File: config.mk
export PLATFORM = sky130hd
export DESIGN_NAME = serial_framer
export DESIGN_NICKNAME = d
export VERILOG_FILES = /design/src/rtl/sfr_pkg.sv /design/src/rtl/sfr_baud.sv /design/src/rtl/sfr_tx.sv /design/src/rtl/sfr_rx.sv /design/src/rtl/serial_framer.sv
export SDC_FILE = /design/constraint.sdc
export NUM_CORES = 1
export LEC_CHECK = 0
export ABC_AREA = 1
export BUFFER_PORTS_ARGS = -buffer_cell sky130_fd_sc_hd__buf_4
export CELL_PAD_IN_SITES_DETAIL_PLACEMENT = 0
export CELL_PAD_IN_SITES_GLOBAL_PLACEMENT = 2
export CORE_MARGIN = 2
export CORE_UTILIZATION = 38
export DETAILED_ROUTE_END_ITERATION = 10
export HOLD_SLACK_MARGIN = 0.06
export PLACE_DENSITY_LB_ADDON = 0.08
export SLEW_MARGIN = 20
export SYNTH_ARGS = -nofsm -noshare
export SYNTH_HDL_FRONTEND = slang
export SYNTH_HIERARCHICAL = 1
export SYNTH_SLANG_ARGS = --single-unit
File: constraint.sdc
create_clock -name clk -period 7.35 [get_ports clk]
set_input_delay 0.3675 -clock clk [delete_from_list [all_inputs] [get_ports clk]]
set_output_delay 0.3675 -clock clk [all_outputs]
set_load 0.02 [all_outputs]
File: src/rtl/sfr_pkg.sv
package sfr_pkg;

    typedef enum logic [2:0] {
        PH_IDLE,
        PH_START,
        PH_DATA,
        PH_PAR,
        PH_STOP,
        PH_HOLD
    } phase_t;

    typedef struct packed {
        logic [1:0] wlen;
        logic       par_en;
        logic       par_odd;
        logic       stop2;
    } lcfg_t;

    // keep only the active data bits of a byte for a given length code
    function automatic logic [7:0] wmask(input logic [1:0] wlen);
        return 8'hFF >> (2'd3 - wlen);
    endfunction

endpackage

File: src/rtl/sfr_baud.sv
module sfr_baud #(
    parameter int DIV_W = 16
) (
    input  logic             clk,
    input  logic             rst_n,
    input  logic [DIV_W-1:0] div,
    input  logic             pre4,
    output logic             tick
);
    typedef struct packed {
        logic [1:0]       pre;
        logic [DIV_W-1:0] cnt;
    } st_t;

    st_t              s_d, s_q;
    logic             ena;
    logic [DIV_W-1:0] last;

    always_comb begin
        s_d   = s_q;
        ena   = !pre4 || (s_q.pre == 2'd3);
        s_d.pre = pre4 ? s_q.pre + 2'd1 : 2'd0;
        last  = (div == '0) ? '0 : div - 1'b1;
        tick  = ena && (s_q.cnt >= last);
        if (ena) begin
            s_d.cnt = tick ? '0 : s_q.cnt + 1'b1;
        end
    end

    always_ff @(posedge clk or negedge rst_n) begin
        if (!rst_n) s_q <= '0;
        else        s_q <= s_d;
    end

endmodule

File: src/rtl/sfr_tx.sv
module sfr_tx
    import sfr_pkg::*;
#(
    parameter int OS = 16
) (
    input  logic       clk,
    input  logic       rst_n,
    input  logic       tick,
    input  lcfg_t      cfg,
    input  logic       brk_req,
    input  logic       tx_valid,
    input  logic [7:0] tx_data,
    output logic       tx_ready,
    output logic       txd
);
    localparam int CNT_W = $clog2(2 * OS);
    localparam logic [CNT_W-1:0] C_BIT = CNT_W'(OS - 1);
    localparam logic [CNT_W-1:0] C_S15 = CNT_W'(OS + OS / 2 - 1);
    localparam logic [CNT_W-1:0] C_S2  = CNT_W'(2 * OS - 1);

    typedef struct packed {
        phase_t           ph;
        logic [CNT_W-1:0] cnt;
        logic [2:0]       idx;
        logic [7:0]       sh;
        logic             pbit;
        logic [1:0]       wlen;
        logic             par_en;
        logic             stop2;
        logic             txd;
    } st_t;

    st_t              s_d, s_q;
    logic [2:0]       last_idx;
    logic [CNT_W-1:0] stop_end;
    logic [7:0]       masked;
    logic             bit_done;
    logic             line;

    always_comb begin
        s_d      = s_q;
        last_idx = 3'd4 + {1'b0, s_q.wlen};
        stop_end = !s_q.stop2 ? C_BIT : ((s_q.wlen == 2'd0) ? C_S15 : C_S2);
        bit_done = tick && (s_q.cnt == C_BIT);
        masked   = tx_data & wmask(cfg.wlen);
        case (s_q.ph)
            PH_IDLE: if (tx_valid) begin
                s_d.ph     = PH_START;
                s_d.cnt    = '0;
                s_d.idx    = '0;
                s_d.sh     = masked;
                s_d.pbit   = cfg.par_odd ^ (^masked);
                s_d.wlen   = cfg.wlen;
                s_d.par_en = cfg.par_en;
                s_d.stop2  = cfg.stop2;
            end
            PH_START: if (tick) begin
                if (bit_done) begin
                    s_d.cnt = '0;
                    s_d.ph  = PH_DATA;
                end else s_d.cnt = s_q.cnt + 1'b1;
            end
            PH_DATA: if (tick) begin
                if (bit_done) begin
                    s_d.cnt = '0;
                    s_d.sh  = s_q.sh >> 1;
                    if (s_q.idx == last_idx) s_d.ph = s_q.par_en ? PH_PAR : PH_STOP;
                    else                     s_d.idx = s_q.idx + 1'b1;
                end else s_d.cnt = s_q.cnt + 1'b1;
            end
            PH_PAR: if (tick) begin
                if (bit_done) begin
                    s_d.cnt = '0;
                    s_d.ph  = PH_STOP;
                end else s_d.cnt = s_q.cnt + 1'b1;
            end
            PH_STOP: if (tick) begin
                if (s_q.cnt == stop_end) s_d.ph = PH_IDLE;
                else                     s_d.cnt = s_q.cnt + 1'b1;
            end
            default: s_d.ph = PH_IDLE;
        endcase
        case (s_d.ph)
            PH_START: line = 1'b0;
            PH_DATA:  line = s_d.sh[0];
            PH_PAR:   line = s_d.pbit;
            default:  line = 1'b1;
        endcase
        s_d.txd = line & ~brk_req;
    end

    always_ff @(posedge clk or negedge rst_n) begin
        if (!rst_n) begin
            s_q     <= '0;
            s_q.ph  <= PH_IDLE;
            s_q.txd <= 1'b1;
        end else begin
            s_q <= s_d;
        end
    end

    assign tx_ready = (s_q.ph == PH_IDLE);
    assign txd      = s_q.txd;

endmodule

File: src/rtl/sfr_rx.sv
module sfr_rx
    import sfr_pkg::*;
#(
    parameter int OS = 16
) (
    input  logic       clk,
    input  logic       rst_n,
    input  logic       tick,
    input  logic [1:0] wlen,
    input  logic       par_en,
    input  logic       par_odd,
    input  logic       rxd,
    output logic       rx_valid,
    output logic [7:0] rx_data,
    output logic       rx_perr,
    output logic       rx_ferr,
    output logic       rx_brk
);
    localparam int CNT_W = $clog2(OS);
    localparam logic [CNT_W-1:0] C_MID = CNT_W'(OS / 2 - 1);
    localparam logic [CNT_W-1:0] C_BIT = CNT_W'(OS - 1);

    typedef struct packed {
        logic [1:0]       sync;
        phase_t           ph;
        logic [CNT_W-1:0] cnt;
        logic [2:0]       idx;
        logic [7:0]       data;
        logic             pbit;
        logic [1:0]       wlen;
        logic             par_en;
        logic             par_odd;
        logic             valid;
        logic [7:0]       o_data;
        logic             perr;
        logic             ferr;
        logic             brk;
    } st_t;

    st_t  s_d, s_q;
    logic line;
    logic bit_done;
    logic is_brk;

    always_comb begin
        s_d       = s_q;
        s_d.sync  = {s_q.sync[0], rxd};
        s_d.valid = 1'b0;
        line      = s_q.sync[1];
        bit_done  = tick && (s_q.cnt == C_BIT);
        is_brk    = !line && (s_q.data == 8'h00) && !(s_q.par_en && s_q.pbit);
        case (s_q.ph)
            PH_IDLE: if (tick && !line) begin
                s_d.ph      = PH_START;
                s_d.cnt     = '0;
                s_d.idx     = '0;
                s_d.data    = '0;
                s_d.pbit    = 1'b0;
                s_d.wlen    = wlen;
                s_d.par_en  = par_en;
                s_d.par_odd = par_odd;
            end
            PH_START: if (tick) begin
                if (s_q.cnt == C_MID) begin
                    s_d.cnt = '0;
                    s_d.ph  = line ? PH_IDLE : PH_DATA;
                end else s_d.cnt = s_q.cnt + 1'b1;
            end
            PH_DATA: if (tick) begin
                if (bit_done) begin
                    s_d.cnt            = '0;
                    s_d.data[s_q.idx]  = line;
                    if (s_q.idx == 3'd4 + {1'b0, s_q.wlen})
                        s_d.ph = s_q.par_en ? PH_PAR : PH_STOP;
                    else
                        s_d.idx = s_q.idx + 1'b1;
                end else s_d.cnt = s_q.cnt + 1'b1;
            end
            PH_PAR: if (tick) begin
                if (bit_done) begin
                    s_d.cnt  = '0;
                    s_d.pbit = line;
                    s_d.ph   = PH_STOP;
                end else s_d.cnt = s_q.cnt + 1'b1;
            end
            PH_STOP: if (tick) begin
                if (bit_done) begin
                    s_d.valid  = 1'b1;
                    s_d.o_data = s_q.data;
                    s_d.brk    = is_brk;
                    s_d.ferr   = !is_brk && !line;
                    s_d.perr   = !is_brk && s_q.par_en
                                 && ((^s_q.data) ^ s_q.pbit ^ s_q.par_odd);
                    s_d.ph     = line ? PH_IDLE : PH_HOLD;
                end else s_d.cnt = s_q.cnt + 1'b1;
            end
            PH_HOLD: if (line) s_d.ph = PH_IDLE;
            default: s_d.ph = PH_IDLE;
        endcase
    end

    always_ff @(posedge clk or negedge rst_n) begin
        if (!rst_n) begin
            s_q      <= '0;
            s_q.ph   <= PH_IDLE;
            s_q.sync <= 2'b11;
        end else begin
            s_q <= s_d;
        end
    end

    assign rx_valid = s_q.valid;
    assign rx_data  = s_q.o_data;
    assign rx_perr  = s_q.perr;
    assign rx_ferr  = s_q.ferr;
    assign rx_brk   = s_q.brk;

endmodule

File: src/rtl/serial_framer.sv
module serial_framer
    import sfr_pkg::*;
#(
    parameter int DIV_W = 16,
    parameter int OS    = 16
) (
    input  logic             clk,
    input  logic             rst_n,
    input  logic [DIV_W-1:0] cfg_div,
    input  logic             cfg_pre4,
    input  logic [1:0]       cfg_wlen,
    input  logic             cfg_par_en,
    input  logic             cfg_par_odd,
    input  logic             cfg_stop2,
    input  logic             cfg_break,
    input  logic             tx_valid,
    input  logic [7:0]       tx_data,
    output logic             tx_ready,
    output logic             txd,
    input  logic             rxd,
    output logic             rx_valid,
    output logic [7:0]       rx_data,
    output logic             rx_perr,
    output logic             rx_ferr,
    output logic             rx_brk
);
    logic  tick;
    lcfg_t cfg;

    assign cfg = '{wlen: cfg_wlen, par_en: cfg_par_en, par_odd: cfg_par_odd, stop2: cfg_stop2};

    sfr_baud #(.DIV_W(DIV_W)) u_baud (
        .clk(clk), .rst_n(rst_n), .div(cfg_div), .pre4(cfg_pre4), .tick(tick)
    );

    sfr_tx #(.OS(OS)) u_tx (
        .clk(clk), .rst_n(rst_n), .tick(tick), .cfg(cfg), .brk_req(cfg_break),
        .tx_valid(tx_valid), .tx_data(tx_data), .tx_ready(tx_ready), .txd(txd)
    );

    sfr_rx #(.OS(OS)) u_rx (
        .clk(clk), .rst_n(rst_n), .tick(tick), .wlen(cfg_wlen),
        .par_en(cfg_par_en), .par_odd(cfg_par_odd), .rxd(rxd),
        .rx_valid(rx_valid), .rx_data(rx_data), .rx_perr(rx_perr),
        .rx_ferr(rx_ferr), .rx_brk(rx_brk)
    );

endmodule

==> results of run 1 <==
-- logic make-up after synthesis --
logic type | Yosys count | share of synthesized area
DFF | 80 | 0.356
and+or+nand+nor | 439 | 0.363
buffers and inverters | 122 | 0.0929
AOI/OAI and AO/OA | 86 | 0.0960
muxes | 2 | 0.00378
adders and majority gates | 29 | 0.0644
xor gates and xnor gates | 15 | 0.0233
-- layout by cell type (no fill, tap or decap), types with 5 or more instances in the layout --
cell type and instances:
nand2_1 231, inv_1 92, dfrtp_1 77, nor2_1 59, nand3_1 56, buf_4 48, ha_1 29, a21oi_1 25
nand4_1 20, o21ai_0 18, nand2_2 17, nor2_2 10, o21ai_1 10, inv_2 10, clkbuf_16 9, nor3_1 9
nor2_4 8, xor2_1 8, a21oi_2 8, o21ai_2 8, xnor2_1 7, clkbuf_1 5, o211ai_1 5, or2_0 5
a22oi_1 5
-- where the power goes --
group / total, W / switching (W) / internal (W) / leakage (nW)
registers: 0.000555 / 0.0000640 / 0.000491 / 1.07
logic: 0.000417 / 0.000265 / 0.000152 / 2.08
clock network: 0.000446 / 0.000173 / 0.000273 / 0.138
-- worst max-delay path, cell delays in order --
cell and delay (ns):
buf_4 0.11, inv_1 0.10, ha_1 0.18, inv_1 0.06
nor2_2 0.18, nand2_1 0.13, nor2_1 0.17, or2_2 0.13
nand3_1 0.07, ha_1 0.29, nand2_1 0.05, inv_1 0.06
nand3_1 0.06, nor2_1 0.16, nand2_2 0.12, a21oi_1 0.49
nand2_1 0.20, inv_1 0.18, nor2_1 0.08, nor2_2 0.11
inv_2 0.08, a21oi_2 0.18, nand2_2 0.07, xor2_1 0.14
nor2_1 0.06
-- synth_stat cells, types with 17 or more instances --
cell type / instances
nand3_1: 56
ha_1: 29
nor2_1: 59
nand2_2: 17
a21oi_1: 25
nand2_1: 231
inv_1: 92
o21ai_0: 18
nand4_1: 20
dfrtp_1: 77
-- cell type report --
| type | count | area (µm²) | area share |
|---|---|---|---|
| Multi-Input combinational cell | 571 | 3100 | 0.484 |
| Sequential cell | 80 | 2010 | 0.313 |
| Inverter | 105 | 395 | 0.0618 |
| Timing Repair Buffer | 50 | 382 | 0.0596 |
| Clock buffer | 15 | 258 | 0.0403 |
| Tap cell | 184 | 230 | 0.0360 |
| Clock inverter | 1 | 30.0 | 0.00469 |
-- flip-flops by register name (all words and copies together), names as in the netlist --
signal         flops
u_rx/rx_brk        1
u_rx/rx_valid      1
u_tx/txd           1
u_rx/s_q          23
u_rx/s_d           1
u_rx/rx_data       8
u_rx/rx_perr       1
u_baud/s_q        18
u_rx/line          1
u_rx/rx_ferr       1
u_tx/s_q          24
-- path summary, 6_finish.rpt --
| kind | slack (ns) | to | start |
|---|---|---|---|
| worst max-delay path | 3.73 | u_tx/s_q[16] | cfg_div[0] |
| worst min-delay path | 0.13 | u_rx/s_d[36] | rxd |
| worst max register to register | 4.39 | u_tx/s_q[16] | u_baud/s_q[7] |
| worst min register to register | 0.36 | u_rx/line | u_rx/s_d[36] |
| max in group asynchronous | 6.10 | u_tx/s_q[16] | rst_n |
| min in group asynchronous | 0.37 | u_baud/s_q[15] | rst_n |
-- timing repair --
action | CTS | global route
gates resized for setup | 0 | 0
hold buffers | 1 | 0
buffers inserted | 0 | 0
hold endpoints to repair | 4 | 0
-- metrics by stage --
stage                util  hold WS, ns  cell area [µm²]  setup slack [ns]
finish              0.442        0.133             6400              3.73
global route        0.442        0.123             6400              3.25
CTS                 0.442        0.117             6400              3.69
detailed placement  0.421        0.173             6100              3.34
global placement    0.421        0.172             6100              3.49
floorplan               -       0.0719             5630              4.12
-- per-layer routing --
layer,global-route usage,part of all wire
met5,0,0
met4,0.0431,0.012
met3,0.0361,0.033
met2,0.273,0.45
met1,0.235,0.50
==> flow_summary.yaml, run 1 <==
clocking:
  h-tree-depth: 3
  cts_tree: "built"
  clkLatencyLatePin_ns: 0.34
  cts_buffers: 9
  clockBufferDepth: 2
  clk_pin_slew_worst_paths_ns: 0.06
  cts_sinks: 80
  root_buffer: "clkbuf_16"
pwr:
  ir_worst_vdd_uv: 134
  power_w: 0.00142
  power.density_nw_per_um2: 221
  leakage_nw: 3.28
floorplanning:
  core-area_um2: 14500
  die_area_um2: 15800
  ioPinCount: 49
  row_count: 44
  die_y_um: 126
  die-width_um: 126
  initial_core_util: 0.389
synth:
  synth_top_area_frac: 0.342
  yosys_warnings: 6
  synth_area_leaders: "dfrtp_1, nand2_1, ha_1"
  ys_types: 47
  syn_avg_cell_area_um2: 7.28
  ys_seq_elements: 80
  synth_top_area_cell: "dfrtp_1"
  synth_nets: 837
  syn_inst: 773
  ys_seq_area_frac: 0.356
  netlist_area_um2: 5630
  synth_edf_count: 0
  synthFlopType: "dfrtp_1"
  synthArstFlopShare: 1.00
global_route:
  grt_pass1_wl_um: 22100
  grt_pass1_vias: 4673
  grt_max_degree: 77
  grt-ovfl-total: 0
  track_usage: 0.170
  grt_antenna_before_repair: 0
layout:
  nFillCells: 1464
  syn2layout_area_growth_pct: 13.7
  layout.nets: 881
  post_layout_nonfiller_instances: 1006
  drive_gt1_frac: 0.175
  diodes: 0
critical_path:
  critPathRequiredTime_ns: 7.57
  cp-end-kind: "flip-flop"
  critPathMaxFanout: 8
  worstSetupPathType: "input pin to flip-flop"
  critPathLaunchType: "input pin"
  worstPathArrival_ns: 3.84
  reg2regPathDepth: 18
hold_path:
  holdPathStages: 1
  hp-class: "input pin to flip-flop"
placement:
  hpwl_um: 9680
  portBuffers: 48
  gp_congestion: 0.813
  dp_cells: 989
route:
  firstDrtPassIters: 5
  via_per_inst: 4.82
  routed_wl_um: 12700
  ant_nets: 0
  route.detailed.drc: 0
  drtIter0Drc: 183
  dr_total_vias: 4852
  avgRoutedWirePerCell_um: 12.6
timing:
  finalSetupViolations: 0
  fmax_mhz: 276
  skew_ns: 0.00699
  hold_violations: 0
  grt_setup_unrepaired: "false"
  tns_ns: 0
  period_share: 0.493
  worst_pin_slew_ns: 0.726
  drv_slew: 0
  finalCriticalPeriod_ns: 3.62
  slew_headroom: 0.516
job:
  cap_violations: 0
outcome:
  status: "finished, final reports clean"
No activity file was read; power rests on OpenSTA's default activity.
==> run 2, diff against run 1 <==
- CORE_UTILIZATION: 38 -> 35
- clock period: 7.35 -> 3.41 ns (I/O delays scaled with it)
==> run 2 against run 1 <==
  * First-iteration DRC count grew 21%
  * Clock skew increased by 0.0042 ns
  * Global-route usage is 0.20 points higher
  * Clock power increased by 110%
  * Power rose by 120%
  * Register-to-register slack worse by 3.5 ns
  * Count of clock-buffer cells in the layout decreased by 4
  * Hold slack got worse by 0.044 ns
  * Sequential power grew 120%
  * Critical endpoint unchanged
  * Highest routed layer unchanged
==> flow_summary.yaml, run 2 (synthesized netlist as in run 1, its figures left out) <==
global_route:
  track_usage: 0.172
  grt-ovfl-total: 0
  grt_max_degree: 59
  grt_pass1_wl_um: 23100
  grt_pass1_vias: 4872
  grt_antenna_before_repair: 0
timing:
  period_share: 0.878
  fmax_mhz: 334
  worst_pin_slew_ns: 0.858
  hold_violations: 0
  grt_setup_unrepaired: "false"
  finalSetupViolations: 0
  slew_headroom: 0.428
  worst_slack_ns: 0.415
  tns_ns: 0
  skew_ns: 0.0111
  finalCriticalPeriod_ns: 3.00
  drv_slew: 0
critical_path:
  reg2regPathDepth: 19
  critPathCapture: "u_tx/s_q[16]"
  crit_start: "cfg_div[0]"
  critPathMaxFanout: 14
  critPathRequiredTime_ns: 3.64
  critPathLaunchType: "input pin"
  worstSetupPathType: "input pin to flip-flop"
  r2r_setup_slack_ns: 0.89
  worstPathArrival_ns: 3.22
  r2r-end: "u_rx/s_q[32]"
  rr_startpoint: "u_baud/s_q[3]"
  cp-end-kind: "flip-flop"
layout:
  largest_reg_flops: 24
  nFillCells: 1678
  most-common-layout-cells: "nand2_1, inv_1, dfrtp_1"
  diodes: 0
  syn2layout_area_growth_pct: 16.1
  final_util: 0.413
  top_regs: "u_tx/s_q: 24 flops, u_rx/s_q: 23 flops, u_baud/s_q: 18 flops"
  layout.nets: 891
  regArea_um2: 2010
  max_flop_register: "u_tx/s_q"
  layout_commonest_cell: "nand2_1"
  final_area_um2: 6540
  drive_gt1_frac: 0.189
  multiInputGateArea_um2: 3110
route:
  via_per_inst: 4.74
  avgRoutedWirePerCell_um: 13.0
  ant_nets: 0
  routed_wl_um: 13700
  firstDrtPassIters: 5
  route.detailed.drc: 0
  dr_total_vias: 4972
  drtIter0Drc: 221
pwr:
  ir_worst_vdd_uv: 264
  power.density_nw_per_um2: 471
  leakage_nw: 3.33
floorplanning:
  die_y_um: 131
  core-area_um2: 15800
  initial_core_util: 0.356
  row_count: 46
  die-width_um: 131
  die_area_um2: 17100
  ioPinCount: 49
outcome:
  status: "finished, final reports clean"
clocking:
  cts_sinks: 80
  clkLatencyLatePin_ns: 0.35
  clk_pin_slew_worst_paths_ns: 0.06
  cts_tree: "built"
  root_buffer: "clkbuf_16"
  cts_setup_buffers: 0
  clockBufferDepth: 2
  h-tree-depth: 3
  cts_buffers: 9
hold_path:
  hp-class: "input pin to flip-flop"
  holdPathStages: 3
placement:
  dp_worst_setup_slack_ns: -0.0816
  hpwl_um: 10500
  gp_congestion: 0.833
  placed_area_um2: 6190
  portBuffers: 48
job:
  cap_violations: 0
run 2: critical path, stage by stage:
cell	delay, ns
buf_4	0.11
inv_1	0.11
ha_1	0.25
nand2_1	0.07
nor2_1	0.19
nand4_4	0.25
o21ai_0	0.22
ha_1	0.29
nand2_1	0.06
inv_1	0.03
nand2_1	0.08
nor2_1	0.05
nor2_1	0.07
nand2_1	0.06
nand2_2	0.10
a21oi_1	0.07
buf_4	0.18
nand2_1	0.11
inv_2	0.07
nor2_1	0.15
nor2_2	0.06
inv_2	0.12
a21oi_2	0.07
nand2_2	0.07
xor2_1	0.14
nor2_1	0.05
run 2: per-layer routing:
metal | routed length [µm] | up-vias | GRT usage
met5 | 0 | - | 0
met2 | 6560 | 67 | 0.296
li1 | - | 2597 | -
met4 | 198 | 0 | 0.0519
met1 | 6490 | 2292 | 0.222
met3 | 425 | 16 | 0.0309
run 2: area by class of cell:
class                      instances  area share
tap                              216      0.0413
timing repair buffer              60      0.0708
sequential                        80       0.307
clock inverter                     5     0.00593
inverter                         105      0.0605
clock buffer                      11      0.0387
multi-input combinational        571       0.476
run 2: power by group:
part	switching, W	internal, W	total, W
Clock	0.000415	0.000537	0.000952
Sequential	0.000139	0.00106	0.00120
Combinational	0.000590	0.000340	0.000930
Total	0.00114	0.00193	0.00308
run 2: metrics by stage:
| stage | instances | power, W | hold WS [ns] |
|---|---|---|---|
| CTS | 1048 | 0.00313 | 0.0782 |
| finish | 1048 | 0.00308 | 0.0894 |
| global placement | 1027 | 0.00213 | 0.281 |
| detailed placement | 1027 | 0.00215 | 0.280 |
| floorplan | 773 | 0.00189 | -0.125 |
| global route | 1048 | 0.00332 | 0.0834 |
run 2: worst min-delay path by stage:
stage	endpoint	startpoint	slack, ns
final	u_tx/s_q[7]	tx_data[1]	0.09
after global routing	u_rx/s_q[13]	cfg_par_en	0.08
after CTS	u_tx/s_q[9]	tx_data[3]	0.08
after detailed placement	u_rx/s_d[36]	rxd	0.28
after global placement	u_rx/s_d[36]	rxd	0.28
after floorplan	u_baud/s_q[0]	rst_n	-0.13
run 2: repair_timing:
| item | in CTS | in global routing |
|---|---|---|
| setup endpoints to repair | 0 | 2 |
| hold buffers | 5 | 0 |
| endpoints found under the hold margin | 58 | 0 |
| resized for setup | 0 | 3 |
